**config.mk**
```make
export PLATFORM = sky130hd
export DESIGN_NAME = vag_top
export DESIGN_NICKNAME = d
export VERILOG_FILES = /design/src/rtl/vag_pkg.sv /design/src/rtl/vag_seq.sv /design/src/rtl/vag_agen.sv /design/src/rtl/vag_top.sv
export SDC_FILE = /design/constraint.sdc
export NUM_CORES = 1
export LEC_CHECK = 0
export BUFFER_PORTS_ARGS = -buffer_cell sky130_fd_sc_hd__buf_2
export CORE_UTILIZATION = 40
export CTS_CLUSTER_SIZE = 20
export DETAILED_ROUTE_END_ITERATION = 10
export PLACE_DENSITY = 0.69
export SLEW_MARGIN = 20
export SYNTH_ARGS = -nofsm -noshare
export SYNTH_HDL_FRONTEND = slang
export SYNTH_HIERARCHICAL = 1
export SYNTH_SLANG_ARGS = --single-unit
```
**constraint.sdc**
```tcl
create_clock -name clk -period 3.3 [get_ports clk]
set_clock_uncertainty 0.1 [all_clocks]
set_input_delay 0.33 -clock clk [delete_from_list [all_inputs] [get_ports clk]]
set_output_delay 0.33 -clock clk [all_outputs]
set_load 0.03 [all_outputs]
```
**src/rtl/vag_pkg.sv**
```systemverilog
package vag_pkg;

   typedef enum logic [1:0] {
      AM_PACKED  = 2'd0,
      AM_STRIDED = 2'd1,
      AM_INDEXED = 2'd2,
      AM_PACKED2 = 2'd3
   } amode_e;

   typedef enum logic [1:0] {
      ST_IDLE = 2'd0,
      ST_RUN  = 2'd1,
      ST_DONE = 2'd2
   } seq_st_e;

   // element size in bytes for a width code, as a 4-bit value (1,2,4,8)
   function automatic logic [3:0] elem_bytes(input logic [1:0] ew);
      return 4'd1 << ew;
   endfunction

endpackage

```
**src/rtl/vag_seq.sv**
```systemverilog
module vag_seq
   import vag_pkg::*;
#(
   parameter int MAX_VL = 64,
   parameter int VLW    = $clog2(MAX_VL + 1),
   parameter int CW     = $clog2(MAX_VL)
) (
   input  logic           clk,
   input  logic           rst_n,
   input  logic           start_i,
   input  logic [VLW-1:0] vlen_i,
   input  logic           fire_i,
   output logic           load_o,
   output logic           valid_o,
   output logic           done_o,
   output logic           busy_o,
   output logic [CW-1:0]  cnt_o
);

   localparam logic [VLW-1:0] LIM = VLW'(MAX_VL);

   seq_st_e        st_q;
   logic [VLW-1:0] len_q;
   logic [VLW-1:0] cnt_q;
   logic [VLW-1:0] len_clamped;

   assign len_clamped = (vlen_i > LIM) ? LIM : vlen_i;
   assign load_o      = (st_q == ST_IDLE) && start_i;
   assign valid_o     = (st_q == ST_RUN);
   assign done_o      = (st_q == ST_DONE);
   assign busy_o      = (st_q != ST_IDLE);
   assign cnt_o       = cnt_q[CW-1:0];

   always_ff @(posedge clk or negedge rst_n) begin
      if (!rst_n) begin
         st_q  <= ST_IDLE;
         len_q <= '0;
         cnt_q <= '0;
      end else begin
         unique case (st_q)
            ST_IDLE: begin
               if (start_i) begin
                  len_q <= len_clamped;
                  cnt_q <= '0;
                  st_q  <= (len_clamped == '0) ? ST_DONE : ST_RUN;
               end
            end
            ST_RUN: begin
               if (fire_i) begin
                  cnt_q <= cnt_q + 1'b1;
                  if (cnt_q == len_q - 1'b1) st_q <= ST_DONE;
               end
            end
            default: st_q <= ST_IDLE;
         endcase
      end
   end

   AST_CNT_BOUND: assert property (@(posedge clk) disable iff (!rst_n)
      (st_q == ST_RUN) |-> (cnt_q < len_q) && (len_q <= LIM));

   AST_ZERO_LEN: assert property (@(posedge clk) disable iff (!rst_n)
      (load_o && vlen_i == '0) |=> done_o && !valid_o);

   AST_DONE_PULSE: assert property (@(posedge clk) disable iff (!rst_n)
      done_o |=> !done_o);

   AST_START_IGNORED: assert property (@(posedge clk) disable iff (!rst_n)
      (busy_o && start_i && !done_o) |=> $stable(len_q));

endmodule

```
**src/rtl/vag_agen.sv**
```systemverilog
module vag_agen
   import vag_pkg::*;
#(
   parameter int AW        = 32,
   parameter int IDXW      = 16,
   parameter bit HAS_INDEX = 1'b1
) (
   input  logic            clk,
   input  logic            rst_n,
   input  logic            load_i,
   input  logic            step_i,
   input  logic [1:0]      mode_i,
   input  logic [1:0]      ew_i,
   input  logic [AW-1:0]   base_i,
   input  logic [AW-1:0]   stride_i,
   input  logic [IDXW-1:0] idx_i,
   output logic [AW-1:0]   addr_o
);

   localparam int PADW = AW - 4;

   generate
      if (AW < 8) begin : g_bad_aw
         $error("vag_agen: AW must be at least 8");
      end
      if (IDXW > AW) begin : g_bad_idxw
         $error("vag_agen: IDXW must not exceed AW");
      end
   endgenerate

   amode_e        mode_q;
   logic [AW-1:0] base_q;
   logic [AW-1:0] acc_q;
   logic [AW-1:0] inc_q;
   logic [AW-1:0] inc_d;

   always_comb begin
      if (amode_e'(mode_i) == AM_STRIDED) inc_d = stride_i;
      else                                inc_d = {{PADW{1'b0}}, elem_bytes(ew_i)};
   end

   always_ff @(posedge clk or negedge rst_n) begin
      if (!rst_n) begin
         mode_q <= AM_PACKED;
         base_q <= '0;
         acc_q  <= '0;
         inc_q  <= '0;
      end else if (load_i) begin
         mode_q <= amode_e'(mode_i);
         base_q <= base_i;
         acc_q  <= base_i;
         inc_q  <= inc_d;
      end else if (step_i) begin
         acc_q  <= acc_q + inc_q;
      end
   end

   generate
      if (HAS_INDEX) begin : g_index
         logic [AW-1:0] gather_addr;
         assign gather_addr = base_q + {{(AW-IDXW){1'b0}}, idx_i};
         assign addr_o = (mode_q == AM_INDEXED) ? gather_addr : acc_q;
      end else begin : g_no_index
         assign addr_o = acc_q;
      end
   endgenerate

   AST_ADDR_STEP: assert property (@(posedge clk) disable iff (!rst_n)
      (step_i && mode_q != AM_INDEXED) |=> addr_o == $past(addr_o) + inc_q);

   AST_LOAD_BASE: assert property (@(posedge clk) disable iff (!rst_n)
      (load_i && amode_e'(mode_i) != AM_INDEXED) |=> addr_o == $past(base_i));

endmodule

```
**src/rtl/vag_top.sv**
```systemverilog
module vag_top
   import vag_pkg::*;
#(
   parameter int AW        = 32,
   parameter int IDXW      = 16,
   parameter int MAX_VL    = 64,
   parameter bit HAS_INDEX = 1'b1,
   localparam int VLW      = $clog2(MAX_VL + 1),
   localparam int CW       = $clog2(MAX_VL)
) (
   input  logic            clk,
   input  logic            rst_n,
   input  logic            start_i,
   input  logic [1:0]      mode_i,
   input  logic [1:0]      ew_i,
   input  logic [AW-1:0]   base_i,
   input  logic [AW-1:0]   stride_i,
   input  logic [VLW-1:0]  vlen_i,
   output logic [CW-1:0]   idx_sel_o,
   input  logic [IDXW-1:0] idx_data_i,
   output logic            addr_valid_o,
   input  logic            addr_ready_i,
   output logic [AW-1:0]   addr_o,
   output logic            done_o,
   output logic            busy_o
);

   generate
      if (MAX_VL < 2) begin : g_bad_vl
         $error("vag_top: MAX_VL must be at least 2");
      end
   endgenerate

   logic load;
   logic fire;

   assign fire = addr_valid_o && addr_ready_i;

   vag_seq #(.MAX_VL(MAX_VL), .VLW(VLW), .CW(CW)) u_seq (
      .clk     (clk),
      .rst_n   (rst_n),
      .start_i (start_i),
      .vlen_i  (vlen_i),
      .fire_i  (fire),
      .load_o  (load),
      .valid_o (addr_valid_o),
      .done_o  (done_o),
      .busy_o  (busy_o),
      .cnt_o   (idx_sel_o)
   );

   vag_agen #(.AW(AW), .IDXW(IDXW), .HAS_INDEX(HAS_INDEX)) u_agen (
      .clk      (clk),
      .rst_n    (rst_n),
      .load_i   (load),
      .step_i   (fire),
      .mode_i   (mode_i),
      .ew_i     (ew_i),
      .base_i   (base_i),
      .stride_i (stride_i),
      .idx_i    (idx_data_i),
      .addr_o   (addr_o)
   );

   AST_HOLD_ADDR: assert property (@(posedge clk) disable iff (!rst_n)
      (addr_valid_o && !addr_ready_i) |=> addr_valid_o && $stable(addr_o));

   AST_HOLD_SEL: assert property (@(posedge clk) disable iff (!rst_n)
      (addr_valid_o && !addr_ready_i) |=> $stable(idx_sel_o));

   AST_DONE_QUIET: assert property (@(posedge clk) disable iff (!rst_n)
      done_o |-> !addr_valid_o && busy_o);

   AST_DONE_AFTER_LAST: assert property (@(posedge clk) disable iff (!rst_n)
      $rose(done_o) |-> !$past(start_i) || $past(busy_o) || $past(vlen_i) == '0 ||
                        $past(fire));

endmodule

```
# Word-level counts from Yosys, hierarchy flattened
# Cells that the tools add are included.
dict set report totals {
  ff_bits 114
  input_bits 95
  output_inout_bits 41
  word_cells 44
}
dict set report classes {
  add_sub_neg 4
  n_lt_le_gt_ge 1
  n_eq_ne 8
  shift 1
  muxes 13
  reduce_logical 10
}
# cell n
set op_table {}
lappend op_table {{32-bit 2-to-1 mux} 4}
lappend op_table {{32-bit by 16-bit adder with 32-bit output} 1}
lappend op_table {{32-bit adder} 1}
lappend op_table {{7-bit 2-to-1 mux} 3}
lappend op_table {{7-bit one-hot mux with 2 select lines} 1}
lappend op_table {{2-bit 2-to-1 mux} 4}
lappend op_table {{7-bit by 1-bit adder with 7-bit output, second input constant} 1}
lappend op_table {{7-bit equality test} 1}
lappend op_table {{7-bit > comparator, second input constant} 1}
lappend op_table {{7-bit logical NOT} 1}
lappend op_table {{7-bit by 1-bit subtractor with 7-bit output, second input constant} 1}
lappend op_table {{3-bit AND reduction} 2}
lappend op_table {{2-bit nonzero test} 3}
lappend op_table {{2-bit by 1-bit equality test with 1-bit output, second input constant} 2}
lappend op_table {{2-bit equality test, second input constant} 2}
lappend op_table {{2-bit by 1-bit != test with 1-bit output, second input constant} 2}
lappend op_table {{2-bit one-hot mux with 2 select lines} 1}
lappend op_table {{1-bit by 2-bit left shift with 4-bit output, first input constant} 1}
lappend op_table {{1-bit logical AND} 2}
lappend op_table {{2-bit logical NOT} 1}
lappend op_table {{2-bit != test, second input constant} 1}
lappend op_table {{2-bit AND reduction} 1}

# Logic depth before layout (Yosys ltp)
# Gate-level depths: netlist of run 1.
dict set report logic_depth {
  word_depth 6
  depth_mapped 11
  ltp_nobuf 11
}

# Cells and area by module
# The synthesis of run 1 kept the hierarchy.
# mod n_inst cells_each area_per_inst_um2 seq_area_each_um2
set modules_own_cells {}
lappend modules_own_cells {vag_agen 1 769 6761.5 2452.4}
lappend modules_own_cells {vag_seq 1 112 1009.7 400.4}
lappend modules_own_cells {vag_top 1 1 6.3 0.0}

# Worst setup path before layout of run 1
# OpenSTA, ideal clock, no wires.
dict set report synth_path {
  path_kind {register -> output}
  start {register u_agen.base_q[0]}
  end {output port addr_o[18]}
  arrival_time_ns 3.051
  t_required_ns 2.870
  setup_slack_ns -0.181
  path_stages_with_launch 12
  path_buffers 0
  path_cell_list {dfrtp_1 > ha_1 > fa_1 > a21o_1 > a21oi_1 > o21bai_1 > a21o_1 > a221oi_1 > o21ai_1 > nand4_1 > xnor2_1 > o21ai_0}
}
dict set report synth_via {
  elab_chain_cells 2
}
# element line_no
set synth_rtl {}
lappend synth_rtl {{start: declaration} vag_agen.sv:32} ;# logic [AW-1:0] base_q;
lappend synth_rtl {{start signal: assignment} vag_agen.sv:50} ;# base_q <= base_i;
lappend synth_rtl {{32-bit by 16-bit adder with 32-bit output} vag_agen.sv:61} ;# assign gather_addr = base_q + {{(AW-IDXW){1'b0}}, idx_i};
lappend synth_rtl {{32-bit 2-to-1 mux} vag_agen.sv:62} ;# assign addr_o = (mode_q == AM_INDEXED) ? gather_addr : acc_q;
lappend synth_rtl {{end: declaration} vag_top.sv:23} ;# output logic [AW-1:0] addr_o,
# No other way between the ends.

# Worst setup path in the final report of run 1
dict set report layout_path {
  start {register u_agen.base_q[1]}
  end {output port addr_o[27]}
}
# The elaborated chain is that of the path after synthesis.

==> flow_metrics.tcl, run 1 <==
set metrics [dict create \
    fin_util 0.5132 \
    cap_viol_max_count 0 \
    cts-buffers-inserted 17 \
    largest_family_of_logic_cells_by_synthesized_area "compound AO/OA/AOI/OAI gates" \
    rows 50 \
    first_global_vias 6839 \
    postLayoutSetupSlackWorst_ns -0.2400 \
    grt_start_max_net_pins 118 \
    fin_tns_setup_ns -3.050 \
    tritoncts_num_sinks 114 \
    worst_pin_slew_ns 0.8541 \
    syn_area_per_cell_um2 8.818 \
    post_synth_and_or_nand_nor_area_fraction 0.1551 \
    route.vias.total 7065 \
    cts_tree "done" \
    final_nets 1166 \
    synth-async-reset-ratio 1.000 \
    design.portCount 136 \
    die_width_um 141.4 \
    post-route-period-util 1.073 \
    detailedRoute.firstPassIterationCount 7 \
    netlist-cell-type-count 72 \
    synth-compound-area-share 0.2294 \
    ctsRootBufferMaster "sky130_fd_sc_hd__clkbuf_16" \
    critPathKind "reg -> out" \
    multi_input_area_um2 4742 \
    dpl-instance-area_um2 8723 \
    place_worst_setup_slack_ns -0.08196 \
    maxSlewViolCount 0 \
    wl_per_cell_um 17.04 \
    ys_seq_area_frac 0.3668 \
    gp_congestion 0.8959 \
    fin_crit_ns 3.540 \
    vias_per_cell 5.468 \
    cts_buffer_depth 2 \
    postSynthRegisterBits 114 \
    layout.cell_area.non_filler_um2 9697 \
    critPathMaxFanout 8 \
    maxClockFrequency_mhz 282.5 \
    use_met1 0.3101 \
    die_h_um 141.4 \
    register_area_um2 2853 \
    synthesis.area_um2 7777 \
    initial_core_util 0.4117 \
    layout-drive-gt1-share 0.2442 \
    port_buffers 135 \
    grt_use_total 0.2277 \
    postSynthNetCount 1028 \
    synth_xor_xnor_area_share 0.07609 \
    num_antenna_cells 0 \
    worstHoldPathType "in -> reg" \
    timing_hold_violations_final 0 \
    nFillCells 1792 \
    dpl.cell_count 1244 \
    gr-max-usage-layer "met2" \
    synth_fa_ha_area_frac 0.08398 \
    critical_path.startpoint_type "register" \
    grtUsageMet3 0.03780 \
    design.core.area_um2 18890 \
    stdcell_count 1292 \
    grt_overflow 0 \
    timing.critical_path.required_ns 2.87 \
    global_routing_usage_on_met2 0.3622 \
    cts.htree.levels 4 \
    violations "setup timing" \
    drt_drc 0 \
    grt_antenna_before_repair 0 \
    grt_first_pass_wirelength_mm 35.40 \
    area_added_between_synthesis_and_finish_pct 24.68 \
    outcome "complete, but fails checks" \
    synth-main-ff-cell "sky130_fd_sc_hd__dfrtp_1" \
    ir_worst_vdd_mv 0.3976 \
    clk_pin_slew_worst_paths_ns 0.06 \
    drt_iter0_markers 533 \
    timing.max_slew.rel_slack 0.4285 \
    wirelength_mm 22.02 \
    crit_arrival_ns 3.11 \
    cellPowerDensity_nw_per_um2 1149 \
    clk-insertion-delay-late_ns 0.42 \
    leakage_uw 0.004539 \
    synth_cells 882 \
    detailed_place_hpwl_mm 15.79 \
    synth_mux_area_frac 0.04199 \
    synth-edff-count 0 \
    cp-end-kind "output pin" \
    finalSetupViolations 20 \
    grt_setup_unrepaired "true" \
    design.die.area_um2 20010 \
    synthesis.yosys.warnings 6 \
    final_antenna_net_count 0 \
]
## placed cells by master, fill, tap and decap left out, drive strengths merged, types with 3 or more instances in the layout
| cell | count |
|---|---|
| a21boi | 5 |
| a21o | 27 |
| a21oi | 46 |
| a221oi | 4 |
| a22oi | 4 |
| a31oi | 9 |
| and2 | 6 |
| and3 | 14 |
| buf | 164 |
| bufinv | 3 |
| clkbuf | 21 |
| clkinv | 5 |
| dfrtp | 114 |
| ha | 49 |
| inv | 44 |
| mux2 | 13 |
| mux2i | 18 |
| nand2 | 122 |
| nand2b | 6 |
| nand3 | 16 |
| nand3b | 7 |
| nand4 | 9 |
| nor2 | 50 |
| nor3 | 12 |
| nor4b | 3 |
| o211ai | 5 |
| o21a | 5 |
| o21ai | 104 |
| o21bai | 5 |
| o2bb2ai | 28 |
| o311ai | 3 |
| or3 | 4 |
| xnor2 | 44 |
| xor2 | 21 |
## worst paths after layout
check                                 startpoint          endpoint  slack [ns]  cells after the start
worst min-delay path                  base_i[23]  u_agen/acc_q[23]        0.03                      2
worst max register to register   u_agen/acc_q[0]  u_agen/acc_q[24]        0.21                     11
worst min register to register  u_agen/inc_q[10]  u_agen/inc_q[10]        0.39                      1
worst max-delay path            u_agen/base_q[1]        addr_o[27]       -0.24                     12
max in group asynchronous                  rst_n  u_agen/acc_q[27]        1.97                      3
min in group asynchronous                  rst_n   u_agen/inc_q[2]        0.33                      2
## logic make-up after synthesis
group	count (synthesis)
AOI/OAI and AO/OA	269
xor gates and xnor gates	66
adders and majority gates	51
buffers and inverters	90
DFF	114
muxes	31
and+or+nand+nor	261
## worst max-delay path, cell delays in order, from the launching register on
cell and delay, ns:
sky130_fd_sc_hd__dfrtp_1 0.38, sky130_fd_sc_hd__ha_1 0.28, sky130_fd_sc_hd__a21o_1 0.17, sky130_fd_sc_hd__a21oi_2 0.16
sky130_fd_sc_hd__o21ai_1 0.10, sky130_fd_sc_hd__o211a_1 0.15, sky130_fd_sc_hd__a311o_2 0.42, sky130_fd_sc_hd__a311oi_4 0.26
sky130_fd_sc_hd__buf_12 0.20, sky130_fd_sc_hd__nor4b_2 0.06, sky130_fd_sc_hd__xnor2_1 0.14, sky130_fd_sc_hd__o21ai_1 0.16
sky130_fd_sc_hd__buf_4 0.19
## flip-flops by register name, indices dropped and copies added, names as in the netlist
register,count
u_agen/inc_q,32
u_seq/len_q,7
u_agen/acc_q,32
u_agen/base_q,32
u_agen/mode_q,2
u_seq/cnt_q,7
u_seq/st_q,2
## cell type report
class                      count  share of cell area
multi-input combinational    678              0.4890
sequential                   114              0.2942
timing repair buffer         165              0.1046
clock buffer                  21             0.04748
tap                          260             0.03355
inverter                      44             0.01729
clock inverter                10             0.01381
## through the flow
step	hold WS, ns	total power (µW)
6_report	0.02835	11150
5_1_grt	0.03409	11930
4_1_cts	0.02521	10890
3_5_place_dp	0.2545	8621
3_3_place_gp	0.2518	8478
2_1_floorplan	-0.06559	7093
## cells in the mapped netlist (all sizes together), types with 3 or more instances
library cell,number,share of area
a21oi,46,0.031
o21ai,104,0.067
dfrtp,114,0.37
and3,14,0.011
a21boi,5,0.0058
a221oi,4,0.0045
nand2b,6,0.0048
nor2,50,0.024
o211ai,5,0.0061
a31oi,9,0.0092
nor4b,3,0.0034
a22oi,4,0.0039
nand3,16,0.010
nor3,12,0.0077
nand2,122,0.059
or3,4,0.0032
a21o,27,0.026
buf,10,0.0080
and2,6,0.0048
ha,49,0.079
o311ai,3,0.0034
nand4,9,0.0072
o21a,5,0.0048
mux2,13,0.019
inv,43,0.021
clkbuf,36,0.017
xnor2,44,0.050
o2bb2ai,28,0.032
mux2i,18,0.023
o21bai,5,0.0048
xor2,21,0.024
nand3b,7,0.0068
## what timing repair did
item	CTS	global route
endpoints found under the hold margin	41	0
pin swaps	19	19
endpoints found under the setup margin	23	27
hold buffers	1	0
setup buffers	13	4
resized for setup	47	32
## where the power goes
group | leakage [µW] | internal, µW | switching [µW]
registers | 0.00143 | 2070 | 623
logic | 0.00282 | 2810 | 3790
clock network | 0.000289 | 1220 | 643
total | 0.00454 | 6090 | 5050
## layer usage
| metal | wire length [µm] | up-vias |
|---|---|---|
| met1 | 10360 | 3372 |
| met2 | 10130 | 199 |
| met4 | 592 | 0 |
| met3 | 935 | 50 |
| li1 | - | 3444 |
| met5 | 0 | - |
Note: power is estimated with default switching activity, not from simulation.
==> run 2, diff against run 1 <==
- HOLD_SLACK_MARGIN: default -> 0.15
==> flow_metrics.tcl, run 2 (synthesis results as in run 1) <==
set metrics [dict create \
    outcome "complete, but fails checks" \
    violations "setup timing" \
    reg2reg_setup_slack_ns 0.20 \
    clk-insertion-delay-late_ns 0.42 \
    worst_path_dominant_cell_family "compound AO/OA/AOI/OAI gates" \
    critPathMaxFanout 8 \
    worst_pin_slew_ns 0.8495 \
    vias_per_cell 5.438 \
    die_width_um 141.4 \
    postLayoutSetupSlackWorst_ns -0.2708 \
    worst_path_max_delay_cell "sky130_fd_sc_hd__a311o_2" \
    mostFrequentLayoutCell "sky130_fd_sc_hd__nand2_1" \
    cts_tree "done" \
    grt_overflow 0 \
    gp_congestion 0.8959 \
    grt_antenna_before_repair 0 \
    final_nets 1244 \
    grt_setup_unrepaired "true" \
    design.portCount 136 \
    timing_hold_violations_final 0 \
    tritoncts_num_sinks 114 \
    worst_hold_path.num_cells 3 \
    area_added_between_synthesis_and_finish_pct 34.25 \
    cap_viol_max_count 0 \
    wirelength_mm 23.08 \
    drt_iter0_markers 521 \
    critical_path.startpoint_type "register" \
    maxClockFrequency_mhz 280.0 \
    ir_worst_vdd_mv 0.3957 \
    cellPowerDensity_nw_per_um2 1079 \
    port_buffers 135 \
    cp-end-kind "output pin" \
    die_h_um 141.4 \
    first_global_vias 7247 \
    fin_tns_setup_ns -3.405 \
    leakage_uw 0.004867 \
    grt_first_pass_wirelength_mm 36.95 \
    post-route-period-util 1.082 \
    detailed_place_hpwl_mm 15.79 \
    design.die.area_um2 20010 \
    hold-path-endpoint "u_agen/base_q[19]" \
    clk_pin_slew_worst_paths_ns 0.06 \
    final_antenna_net_count 0 \
    cts-buffers-inserted 17 \
    wl_per_cell_um 16.85 \
    detailedRoute.firstPassIterationCount 6 \
    design.core.area_um2 18890 \
    worstHoldPathType "in -> reg" \
    rows 50 \
    maxSlewViolCount 0 \
    critPathKind "reg -> out" \
    timing.max_slew.rel_slack 0.4316 \
    chain_of_cells_forming_the_critical_path "ha_1, a21o_1, a21oi_2, o21ai_1, o211a_1, a311o_2, a311oi_4, buf_12, buf_4, nor2_4, xnor2_1, o21ai_1, buf_4" \
    total_power_uw 11270 \
    mostFrequentLayoutCells "sky130_fd_sc_hd__nand2_1 (121), sky130_fd_sc_hd__dfrtp_1 (114), sky130_fd_sc_hd__buf_2 (110)" \
    fin_crit_ns 3.571 \
    route.vias.total 7450 \
    drt_drc 0 \
    initial_core_util 0.4117 \
    grt_use_total 0.2366 \
    critPathMaxStageDelay_ns 0.42 \
    r2r-start "u_agen/acc_q[0]" \
    cts.htree.levels 4 \
    crit_arrival_ns 3.14 \
    grt_start_max_net_pins 118 \
    biggestRegsByFlops "u_agen/acc_q x32, u_agen/base_q x32, u_agen/inc_q x32" \
    cts_buffer_depth 2 \
    critPathBufInv 3 \
    num_antenna_cells 0 \
    ctsRootBufferMaster "sky130_fd_sc_hd__clkbuf_16" \
    timing.critical_path.required_ns 2.87 \
    reg2reg_depth 11 \
    finalSetupViolations 20 \
    layout-drive-gt1-share 0.2297 \
    regToRegEndpoint "u_agen/acc_q[24]" \
    hold_startpoint "base_i[19]" \
]
## run 2: cell count changes in the layout (fill, tap and decap cells not counted)
cell / change
sky130_fd_sc_hd__buf_6: +2
sky130_fd_sc_hd__nor2_2: +3
sky130_fd_sc_hd__a21oi_2: +1
sky130_fd_sc_hd__nor2_4: -4
sky130_fd_sc_hd__a31oi_1: +1
sky130_fd_sc_hd__dlygate4sd3_1: +74
sky130_fd_sc_hd__buf_4: +2
sky130_fd_sc_hd__nor2_1: +1
sky130_fd_sc_hd__a31oi_4: -1
sky130_fd_sc_hd__a21oi_1: -1
## run 2: cell type report
cell class	count	area, µm²
Clock inverter	10	133.9
Sequential cell	114	2853
Tap cell	260	325.3
Clock buffer	21	460.4
Timing Repair Buffer	243	1793
Inverter	44	167.7
Multi-Input combinational cell	678	4708
Fill cell	1696	8452
## run 2: repair_timing
action,4_1_cts,5_1_grt
gates resized for setup,47,28
endpoints found under the hold margin,145,0
hold buffers,75,0
endpoints found under the setup margin,23,27
setup buffers,13,8
pin swaps,19,15
gates cloned,0,0
## run 2: tightest hold or removal path: stages
cell	delay, ns
sky130_fd_sc_hd__buf_2	0.07
sky130_fd_sc_hd__and2_1	0.15
sky130_fd_sc_hd__a21o_1	0.09
## run 2: how the worst max path moves through the flow
stage	from	endpoint	slack, ns	cells after the start
floorplan	u_agen/base_q[0]	addr_o[18]	0.04	11
global placement	idx_data_i[0]	addr_o[18]	-0.04	14
detailed placement	idx_data_i[0]	addr_o[26]	-0.08	14
CTS	u_agen/base_q[1]	addr_o[19]	-0.21	12
global route	u_agen/base_q[1]	addr_o[25]	-0.41	13
finish	u_agen/base_q[1]	addr_o[25]	-0.27	13
## run 2: stage by stage
stage          hold slack (ns)  instances  setup WS [ns]  instance area [µm²]    util
2_1_floorplan         -0.06559        882        0.04443                 7777       -
3_3_place_gp            0.2518       1244       -0.03907                 8723  0.4617
3_5_place_dp            0.2545       1244       -0.08196                 8723  0.4617
4_1_cts                 0.1528       1362        -0.2123                10310  0.5460
5_1_grt                 0.1742       1370        -0.4095                10440  0.5526
6_report                0.1610       1370        -0.2708                10440  0.5526
## run 2: routing by layer
| layer | global-route usage | share of wire | vias to the layer above |
|---|---|---|---|
| li1 | - | - | 3599 |
| met1 | 0.3178 | 0.46 | 3554 |
| met2 | 0.3770 | 0.46 | 239 |
| met3 | 0.03814 | 0.039 | 58 |
| met4 | 0.1036 | 0.034 | 0 |
| met5 | 0 | 0 | - |
## run 2: report_power, final
part / total, µW / switching [µW] / internal, µW
Sequential: 2700 / 625 / 2070
Combinational: 6710 / 3800 / 2910
Clock: 1860 / 643 / 1220
Total: 11300 / 5070 / 6200
==> run 3, diff against run 2 <==
==> constraint.sdc (replaced) <==
create_clock -name clk -period 3.3 [get_ports clk]
set_clock_uncertainty 0.1 [all_clocks]
set_input_delay 0.33 -clock clk [delete_from_list [all_inputs] [get_ports clk]]
set_output_delay 0.33 -clock clk [all_outputs]
set_load 0.02 [all_outputs]
==> flow_metrics.tcl, run 3 (synthesis results as in run 1) <==
set metrics [dict create \
    postLayoutSetupSlackWorst_ns -0.2796 \
    cts.htree.levels 4 \
    design.die.area_um2 20010 \
    ir_worst_vdd_mv 0.4162 \
    cts_buffer_depth 2 \
    critical_path.startpoint_type "register" \
    design.core.area_um2 18890 \
    design.portCount 136 \
    die_width_um 141.4 \
    grt_first_pass_wirelength_mm 37.13 \
    total_power_uw 10930 \
    gp_congestion 0.9002 \
    grt_use_total 0.2383 \
    grt_overflow 0 \
    die_h_um 141.4 \
    first_global_vias 7350 \
    initial_core_util 0.4117 \
    maxSlewViolCount 0 \
    port_buffers 135 \
    leakage_uw 0.004826 \
    grt_antenna_before_repair 1 \
    hold_slack_ns 0.1554 \
    wl_per_cell_um 16.92 \
    mostFrequentLayoutCells "sky130_fd_sc_hd__nand2_1 (122), sky130_fd_sc_hd__buf_2 (114), sky130_fd_sc_hd__dfrtp_1 (114)" \
    regToRegEndpoint "u_agen/acc_q[24]" \
    area_added_between_synthesis_and_finish_pct 33.82 \
    worstHoldPathType "in -> reg" \
    timing.critical_path.required_ns 2.87 \
    drt_iter0_markers 539 \
    global_routing_usage_on_met2 0.3880 \
    r2r-start "u_agen/acc_q[0]" \
    critPathKind "reg -> out" \
    fin_crit_ns 3.580 \
    worst_hold_path.num_cells 3 \
    route.vias.total 7415 \
    crit_arrival_ns 3.15 \
    finalSetupViolations 18 \
    grt_setup_unrepaired "true" \
    reg2reg_setup_slack_ns 0.16 \
    cellPowerDensity_nw_per_um2 1050 \
    timing.max_slew.rel_slack 0.3877 \
    cts_tree "done" \
    wirelength_mm 23.11 \
    worst_setup_path_startpoint "u_agen/base_q[0]" \
    biggestRegsByFlops "u_agen/acc_q x32, u_agen/base_q x32, u_agen/inc_q x32" \
    violations "setup timing" \
    vias_per_cell 5.428 \
    detailedRoute.firstPassIterationCount 5 \
    maxClockFrequency_mhz 279.4 \
    ctsRootBufferMaster "sky130_fd_sc_hd__clkbuf_16" \
    drt_drc 0 \
    worst_pin_slew_ns 0.9184 \
    post-route-period-util 1.085 \
    hold_startpoint "base_i[19]" \
    detailed_place_hpwl_mm 15.97 \
    fin_util 0.5509 \
    place_worst_setup_slack_ns -0.1064 \
    outcome "complete, but fails checks" \
    critPathMaxFanout 8 \
    layout-drive-gt1-share 0.2299 \
    reg2reg_depth 11 \
    cts-buffers-inserted 17 \
    cp-end-kind "output pin" \
    tritoncts_num_sinks 114 \
    clk-insertion-delay-late_ns 0.43 \
    fin_tns_setup_ns -2.888 \
    rows 50 \
    final_antenna_net_count 0 \
    mostFrequentLayoutCell "sky130_fd_sc_hd__nand2_1" \
    gr-max-usage-layer "met2" \
    use_met1 0.3011 \
    final_nets 1238 \
    timing_hold_violations_final 0 \
    hold-path-endpoint "u_agen/base_q[19]" \
    grt_start_max_net_pins 59 \
    cap_viol_max_count 0 \
    grtUsageMet3 0.04522 \
    clk_pin_slew_worst_paths_ns 0.06 \
]
-- run 3: cell types whose count changed in the layout (fill, tap and decap cells not counted), moves of 3 or more --
cell,change
sky130_fd_sc_hd__nor2_4,+3
sky130_fd_sc_hd__buf_2,+4
sky130_fd_sc_hd__buf_4,-6
sky130_fd_sc_hd__clkinv_4,+3
sky130_fd_sc_hd__buf_6,-3
-- run 3: what timing repair did --
item	in CTS	in global routing
hold endpoints to repair	160	0
resized for setup	45	39
hold buffers	75	0
buffers inserted	14	4
setup endpoints to repair	21	24
pin swaps	18	26
-- run 3: final cells by class --
type / instances / area (µm²)
clock inverters: 15 / 182.7
flip-flops and latches: 114 / 2853
multi-input cells: 678 / 4737
repair buffers: 237 / 1714
clock buffers: 17 / 425.4
fillers: 1672 / 8486
well taps: 260 / 325.3
inverters: 44 / 167.7
diodes: 1 / 2.502
-- run 3: worst max path at each step --
stage               cells after the start  slack [ns]    endpoint
floorplan                              11        0.02  addr_o[18]
global placement                       14       -0.06  addr_o[18]
detailed placement                     14       -0.11  addr_o[20]
CTS                                    12       -0.21  addr_o[17]
global route                           13       -0.45  addr_o[22]
finish                                 13       -0.28  addr_o[22]
-- run 3: through the flow --
stage | instances | cell area [µm²]
4_1_cts | 1366 | 10290
2_1_floorplan | 882 | 7777
3_3_place_gp | 1245 | 8718
6_report | 1366 | 10410
3_5_place_dp | 1245 | 8718
5_1_grt | 1366 | 10410
-- run 3: power by group --
part | internal, µW | leakage, µW | total, µW | switching, µW
registers | 2070 | 0.00143 | 2700 | 631
clock network | 1190 | 0.000286 | 1900 | 709
logic | 2800 | 0.00311 | 6330 | 3520
total | 6060 | 0.00483 | 10900 | 4860
-- run 3: per-layer routing --
metal,vias to the layer above,share of wire,wire length [µm]
met1,3528,0.44,10140
li1,3568,-,-
met2,257,0.47,10880
met4,0,0.042,960
met5,-,0,0
met3,62,0.049,1140
-- run 3: critical path: stages (launching register included) --
cell	delay [ns]
sky130_fd_sc_hd__dfrtp_1	0.41
sky130_fd_sc_hd__ha_4	0.18
sky130_fd_sc_hd__fa_2	0.35
sky130_fd_sc_hd__a21o_1	0.17
sky130_fd_sc_hd__a21oi_2	0.15
sky130_fd_sc_hd__o21bai_1	0.08
sky130_fd_sc_hd__a21o_1	0.22
sky130_fd_sc_hd__a221oi_2	0.31
sky130_fd_sc_hd__o21ai_1	0.10
sky130_fd_sc_hd__buf_4	0.19
sky130_fd_sc_hd__nand3_1	0.09
sky130_fd_sc_hd__xor2_1	0.18
sky130_fd_sc_hd__o21ai_0	0.10
sky130_fd_sc_hd__buf_2	0.17
